===== src/rtl/relcmp_pkg.sv =====
package relcmp_pkg;

    typedef enum logic [3:0] {
        REL_EQ  = 4'd0,
        REL_NE  = 4'd1,
        REL_GTU = 4'd2,
        REL_GEU = 4'd3,
        REL_LTU = 4'd4,
        REL_LEU = 4'd5,
        REL_GTS = 4'd6,
        REL_GES = 4'd7,
        REL_LTS = 4'd8,
        REL_LES = 4'd9
    } rel_op_e;

    // Generate selection for the lower bits and for the top bit, plus carry-in.
    // gx selects x & ~y as generate, gy selects ~x & y.
    typedef struct packed {
        logic lo_gx;
        logic lo_gy;
        logic hi_gx;
        logic hi_gy;
        logic cin;
    } rel_ctl_t;

    typedef struct packed {
        logic hit;
    } cmp_state_t;

    // Combine four generate/propagate pairs into one group pair {G, P}.
    function automatic logic [1:0] grp_combine4(input logic [3:0] g, input logic [3:0] p);
        logic gg;
        logic pp;
        gg = g[3]
           | (p[3] & g[2])
           | (p[3] & p[2] & g[1])
           | (p[3] & p[2] & p[1] & g[0]);
        pp = &p;
        return {gg, pp};
    endfunction

endpackage


===== src/rtl/relcmp_decode.sv =====
module relcmp_decode
    import relcmp_pkg::*;
(
    input  logic [3:0] op,
    output rel_ctl_t   ctl
);

    always_comb begin
        ctl = '0;
        case (op)
            REL_EQ:  ctl = '{lo_gx: 1'b0, lo_gy: 1'b0, hi_gx: 1'b0, hi_gy: 1'b0, cin: 1'b1};
            REL_NE:  ctl = '{lo_gx: 1'b1, lo_gy: 1'b1, hi_gx: 1'b1, hi_gy: 1'b1, cin: 1'b0};
            REL_GTU: ctl = '{lo_gx: 1'b1, lo_gy: 1'b0, hi_gx: 1'b1, hi_gy: 1'b0, cin: 1'b0};
            REL_GEU: ctl = '{lo_gx: 1'b1, lo_gy: 1'b0, hi_gx: 1'b1, hi_gy: 1'b0, cin: 1'b1};
            REL_LTU: ctl = '{lo_gx: 1'b0, lo_gy: 1'b1, hi_gx: 1'b0, hi_gy: 1'b1, cin: 1'b0};
            REL_LEU: ctl = '{lo_gx: 1'b0, lo_gy: 1'b1, hi_gx: 1'b0, hi_gy: 1'b1, cin: 1'b1};
            REL_GTS: ctl = '{lo_gx: 1'b1, lo_gy: 1'b0, hi_gx: 1'b0, hi_gy: 1'b1, cin: 1'b0};
            REL_GES: ctl = '{lo_gx: 1'b1, lo_gy: 1'b0, hi_gx: 1'b0, hi_gy: 1'b1, cin: 1'b1};
            REL_LTS: ctl = '{lo_gx: 1'b0, lo_gy: 1'b1, hi_gx: 1'b1, hi_gy: 1'b0, cin: 1'b0};
            REL_LES: ctl = '{lo_gx: 1'b0, lo_gy: 1'b1, hi_gx: 1'b1, hi_gy: 1'b0, cin: 1'b1};
            default: ctl = '0;  // undefined codes: no generate, no carry-in -> 0
        endcase
    end

endmodule


===== src/rtl/relcmp_gp_cell.sv =====
module relcmp_gp_cell (
    input  logic xb,
    input  logic yb,
    input  logic sel_gx,
    input  logic sel_gy,
    output logic g,
    output logic p
);

    always_comb begin
        p = ~(xb ^ yb);
        g = (sel_gx & xb & ~yb) | (sel_gy & ~xb & yb);
    end

endmodule


===== src/rtl/relcmp_lookahead.sv =====
module relcmp_lookahead
    import relcmp_pkg::*;
#(
    parameter int WIDTH = 32
) (
    input  logic [WIDTH-1:0] g,
    input  logic [WIDTH-1:0] p,
    input  logic             cin,
    output logic             cout
);

    localparam int N4  = WIDTH / 4;
    localparam int N16 = WIDTH / 16;

    logic [N4-1:0]  g4;
    logic [N4-1:0]  p4;
    logic [N16-1:0] g16;
    logic [N16-1:0] p16;

    for (genvar q = 0; q < N4; q++) begin : g_lvl4
        assign {g4[q], p4[q]} = grp_combine4(g[4*q +: 4], p[4*q +: 4]);
    end

    for (genvar s = 0; s < N16; s++) begin : g_lvl16
        assign {g16[s], p16[s]} = grp_combine4(g4[4*s +: 4], p4[4*s +: 4]);
    end

    always_comb begin
        logic c;
        c = cin;
        for (int k = 0; k < N16; k++) begin
            c = g16[k] | (p16[k] & c);
        end
        cout = c;
    end

endmodule


===== src/rtl/relcmp_unit.sv =====
module relcmp_unit
    import relcmp_pkg::*;
#(
    parameter int WIDTH = 32
) (
    input  logic             clk,
    input  logic             rst_n,
    input  logic [WIDTH-1:0] x_i,
    input  logic [WIDTH-1:0] y_i,
    input  logic [3:0]       op_i,
    output logic             result_o
);

    localparam int MSB = WIDTH - 1;

    rel_ctl_t         ctl;
    logic [WIDTH-1:0] g_vec;
    logic [WIDTH-1:0] p_vec;
    logic             carry_out;
    cmp_state_t       state_d;
    cmp_state_t       state_q;

    relcmp_decode u_decode (
        .op  (op_i),
        .ctl (ctl)
    );

    for (genvar i = 0; i < WIDTH; i++) begin : g_bits
        if (i == MSB) begin : g_top
            relcmp_gp_cell u_cell (
                .xb     (x_i[i]),
                .yb     (y_i[i]),
                .sel_gx (ctl.hi_gx),
                .sel_gy (ctl.hi_gy),
                .g      (g_vec[i]),
                .p      (p_vec[i])
            );
        end else begin : g_low
            relcmp_gp_cell u_cell (
                .xb     (x_i[i]),
                .yb     (y_i[i]),
                .sel_gx (ctl.lo_gx),
                .sel_gy (ctl.lo_gy),
                .g      (g_vec[i]),
                .p      (p_vec[i])
            );
        end
    end

    relcmp_lookahead #(.WIDTH(WIDTH)) u_tree (
        .g    (g_vec),
        .p    (p_vec),
        .cin  (ctl.cin),
        .cout (carry_out)
    );

    always_comb begin
        state_d     = state_q;
        state_d.hit = carry_out;
    end

    always_ff @(posedge clk) begin
        if (!rst_n) begin
            state_q <= '0;
        end else begin
            state_q <= state_d;
        end
    end

    assign result_o = state_q.hit;

endmodule


===== config.mk =====
export PLATFORM = sky130hd
export DESIGN_NAME = relcmp_unit
export DESIGN_NICKNAME = d
export VERILOG_FILES = /design/src/rtl/relcmp_pkg.sv /design/src/rtl/relcmp_decode.sv /design/src/rtl/relcmp_gp_cell.sv /design/src/rtl/relcmp_lookahead.sv /design/src/rtl/relcmp_unit.sv
export SDC_FILE = /design/constraint.sdc
export NUM_CORES = 1
export LEC_CHECK = 0
export BUFFER_PORTS_ARGS = -buffer_cell sky130_fd_sc_hd__buf_2
export CAP_MARGIN = 20
export CORE_MARGIN = 10
export CORE_UTILIZATION = 46
export DETAILED_ROUTE_END_ITERATION = 16
export MAX_ROUTING_LAYER = met4
export PLACE_DENSITY_LB_ADDON = 0.12
export SYNTH_ARGS = -nofsm -noshare
export SYNTH_HDL_FRONTEND = slang
export SYNTH_SLANG_ARGS = --single-unit

===== constraint.sdc =====
create_clock -name clk -period 2.9 [get_ports clk]
set_clock_uncertainty 0.15 [all_clocks]
set_input_delay 0.58 -clock clk [delete_from_list [all_inputs] [get_ports clk]]
set_output_delay 0.58 -clock clk [all_outputs]
set_load 0.01 [all_outputs]

Word-level counts from Yosys, hierarchy flattened

Memory sizes are Yosys's and may differ from the RTL's.
Cells that the tools add are included.

Bits of input ports: 70
Flip-flop bits (word level): 1
Output and inout port bits: 1
Bits in read-only memories: 80
Logic and storage cells: 382
Memories: 1

Bitwise gates (word level): 372
Reductions and logical operators: 8

Memory list:

| memory           | depth | width | rd ports | clocked after memory_dff | wr ports | line                | text |
|---|---|---|---|---|---|---|---|
| (name not given) | 16    | 5     | 1        | 0                        | 0        | relcmp_decode.sv:10 | `case (op)` |

Operators with widths:

| operator             | count |
|---|---|
| 1-bit bitwise AND    | 180 |
| 1-bit NOT            | 96 |
| 1-bit OR             | 64 |
| 16-bit AND reduction | 2 |
| 1-bit bitwise XOR    | 32 |
| 4-bit AND reduction  | 6 |

Logic depth before layout (Yosys ltp)

Word-level depth: 15
Mapped depth: 10
Gate-level depth less buffers: 9

By module

From an unflattened synthesis, not the netlist that was laid out.

Cells, all modules: 196
Area, all modules: 1322.5 um^2

Modules (own cells, without submodules):

| module           | times used | cells an instance | area an instance (um^2) | seq. area each (um^2) |
|---|---|---|---|---|
| relcmp_gp_cell   | 32         | 4                 | 28.8                    | 0.0 |
| relcmp_lookahead | 1          | 49                | 262.8                   | 0.0 |
| relcmp_decode    | 1          | 17                | 112.6                   | 0.0 |
| relcmp_unit      | 1          | 2                 | 26.3                    | 20.0 |

Worst setup path after synthesis

OpenSTA, ideal clock, no wires.

Path type: in2reg
Start: input port op_i[1]
End: register state_q, in the netlist result_o
Buffers on the path: 1
Arrival time: 2.157 ns
Library setup time: 0.120 ns
Required time: 2.630 ns
Setup slack: 0.474 ns
Stages on the path: 10
Path through: inv_1 -> ha_1 -> or2_1 -> a21oi_4 -> or2_1 -> buf_6 -> o22ai_1 -> a222oi_1 -> a21oi_1 -> a211o_1

Longest elaborated chain between the ends: 15
Elaborated cells on any way between the ends: 225
Classes of those cells: bitwise: 224; memory: 1

Ends and longest elaborated chain:

| element                        | line                   | text |
|---|---|---|
| start, declared                | relcmp_unit.sv:10      | `input logic [3:0] op_i,` |
| memory 16 x 5 bit *            | n/a                    |  |
| 1-bit bitwise AND (2 in a row) | relcmp_gp_cell.sv:12   | `g = (sel_gx & xb & ~yb) \| (sel_gy & ~xb & yb);` |
| 1-bit OR                       | relcmp_gp_cell.sv:12   |  |
| 1-bit bitwise AND              | relcmp_pkg.sv:35       | `\| (p[3] & g[2])` |
| 1-bit OR                       | relcmp_pkg.sv:35       |  |
| 1-bit OR                       | relcmp_pkg.sv:36       | `\| (p[3] & p[2] & g[1])` |
| 1-bit OR                       | relcmp_pkg.sv:37       | `\| (p[3] & p[2] & p[1] & g[0]);` |
| 1-bit bitwise AND              | relcmp_pkg.sv:35       |  |
| 1-bit OR                       | relcmp_pkg.sv:35       |  |
| 1-bit OR                       | relcmp_pkg.sv:36       |  |
| 1-bit OR                       | relcmp_pkg.sv:37       |  |
| 1-bit OR                       | relcmp_lookahead.sv:32 | `c = g16[k] \| (p16[k] & c);` |
| 1-bit bitwise AND              | relcmp_lookahead.sv:32 |  |
| 1-bit OR *                     | relcmp_lookahead.sv:32 |  |
| end signal, assigned           | relcmp_unit.sv:66      | `state_q <= state_d;` |
| end, declared                  | relcmp_unit.sv:21      | `cmp_state_t state_q;` |

Mark *: on every way between the ends. The rest lies on a longest branch, timed or not.
A chain may end at the register's enable or synchronous reset.

Worst setup path in the final report

Same ends and word-level chain as after synthesis.

==> metrics.cfg <==
[outcome]
status=complete, no violations

[logic_synthesis]
ys_warn_count=0
synth_edf_count=0
avgSynthCellArea_um2=7.092
yosysMostFrequentCell=maj3_1
synth_area_um2=1348
synth_ff_type=dfxtp_1
netlist.area_leader.share=0.1857
synth_common_cells=maj3_1 (25), nand2b_1 (23), inv_1 (20)
async_flop_share=0
synth_area_leader_cell=maj3_1
synth.ff_latch_count=1
syn_nets=262
postSynthCellCount=190
synth.distinct_cells=48
ys_seq_area_frac=0.01486
synth_area_leaders=maj3_1 (19%), nand2b_1 (11%), xnor2_1 (9.7%)

[sta]
period_share=0.9262
timing.fmax_ghz=0.3723
rsz0062_at_grt=no
setup_violations=0
finalMaxSlewViolations=0
period_minus_slack_ns=2.686
fin_setup_tns_ns=0
fin_hold_ws_ns=0.6728
worstMarginPinSlew_ns=0.3842
slew-limit-headroom=0.7404
hold_viol=0

[layout]
drive_above_1_share=0.3023
final.fill_count=279
largest_register_ffs=1
nets=332
diodes=0
area_growth_pct=27.67

[power]
ir_drop_v=0.00008839
power-per-cell-area_nw_per_um2=144.2
p_leak_nw=0.7544
finalPower_uw=248.1

[floorplan]
core_um2=2781
fp.dieW_um=74.13
io_pins=71
start_util=0.4845
die_h_um=74.13
dieArea_um2=5495
rows=19

[drt]
route.detailed.drc=0
drt-total-wl_mm=3.728
viasPerCell=5.304
vias=1533
first_pass_iters=4
wl_per_cell_um=12.90
drtIter0Drc=60
antenna_left=0

[place]
place_hpwl_mm=3.370
port_buffers=70
place.gp.congestion=0.7955

[global_route]
grt_pass1_wl_mm=6.196
grt_max_degree=12
grt_overflow=0
track_usage=0.1298
antenna_found_initial=0
grt_pass1_vias=1574

[min_path]
hold_class=input pin to register

[clocking]
post-cts-setup-buffers=0
path_clk_slew_ns=0
hold_buffers=0

[setup_path]
cp-start-kind=input pin
cp-end-kind=register
cp.arrival_ns=2.42
crit_type=input pin to register
critPathMaxFanout=6
critPathRequiredTime_ns=2.63

[flow_run]
maxCapViolCount=0

critical path, cell delays in order:
cell,delay [ns]
buf_2,0.13
inv_1,0.07
ha_1,0.20
or2_1,0.27
a21oi_4,0.21
nor2_1,0.12
o2bb2ai_1,0.15
a221oi_1,0.29
o21ai_1,0.11
a211o_1,0.29
placed cells by master (no fill, tap or decap), drive strengths merged, types with 2 or more instances in the layout:
master	instances
a21oi	7
or2	2
a222oi	2
xor2	4
inv	21
nand4	4
nand2	9
xnor2	15
o2bb2ai	2
nor3	3
nor2	12
o32ai	5
and3b	2
nand2b	23
nor2b	16
nand3	4
ha	2
o22ai	2
buf	70
maj3	26
nand4b	2
o21ai	6
logic make-up (layout without fill, tap and decap cells):
group                    after synthesis  in the layout  share of synthesized area
AO/OA/AOI/OAI                         35             35                     0.2034
XOR/XNOR                              19             19                     0.1235
adder cells (fa/ha/maj)               28             28                     0.2126
buffers and inverters                 23             91                    0.07242
flip-flops                             1              1                    0.01486
AND/OR/NAND/NOR                       84             84                     0.3733
timing repair:
item | CTS | global route
endpoints found under the hold margin | 0 | 0
resized for setup | 0 | 1
endpoints found under the setup margin | 0 | 1
report_power, final:
| part | total, mW | switching (mW) | internal [mW] | leakage (nW) |
|---|---|---|---|---|
| logic | 0.232 | 0.112 | 0.121 | 0.746 |
| registers | 0.0159 | 0.000529 | 0.0153 | 0.00824 |
| clock network | 0 | 0 | 0 | 0 |
| total | 0.248 | 0.112 | 0.136 | 0.754 |
stage by stage:
stage	instance area (µm²)	setup WS [ns]	util	cells
2_1_floorplan	1348	0.4735	-	190
3_3_place_gp	1718	0.2103	0.6176	289
6_report	1720	0.2141	0.6185	289
5_1_grt	1720	0.04902	0.6185	289
4_1_cts	1718	0.1389	0.6176	289
3_5_place_dp	1718	0.1408	0.6176	289
worst paths after layout:
kind	from	endpoint	cells past startpoint
worst max-delay path	op_i[1]	result_o$_SDFF_PN0_	10
worst min-delay path	rst_n	result_o$_SDFF_PN0_	2
cell type report:
type | instances | area (µm²) | share of cell area
well taps | 31 | 38.79 | 0.02255
multi-input cells | 166 | 1232 | 0.7164
inverters | 21 | 78.83 | 0.04582
repair buffers | 70 | 350.3 | 0.2036
flip-flops and latches | 1 | 20.02 | 0.01164
per-layer routing:
layer  vias to the layer above  track usage  part of all wire  wire (µm)
met3                         0      0.01330             0.073        272
met5                         -            -                 0          0
li1                        815            -                 -          -
met4                         0            0                 0          0
met2                        47       0.2311              0.46       1714
met1                       671       0.1624              0.47       1741
Power figures use the tool's default switching activity.
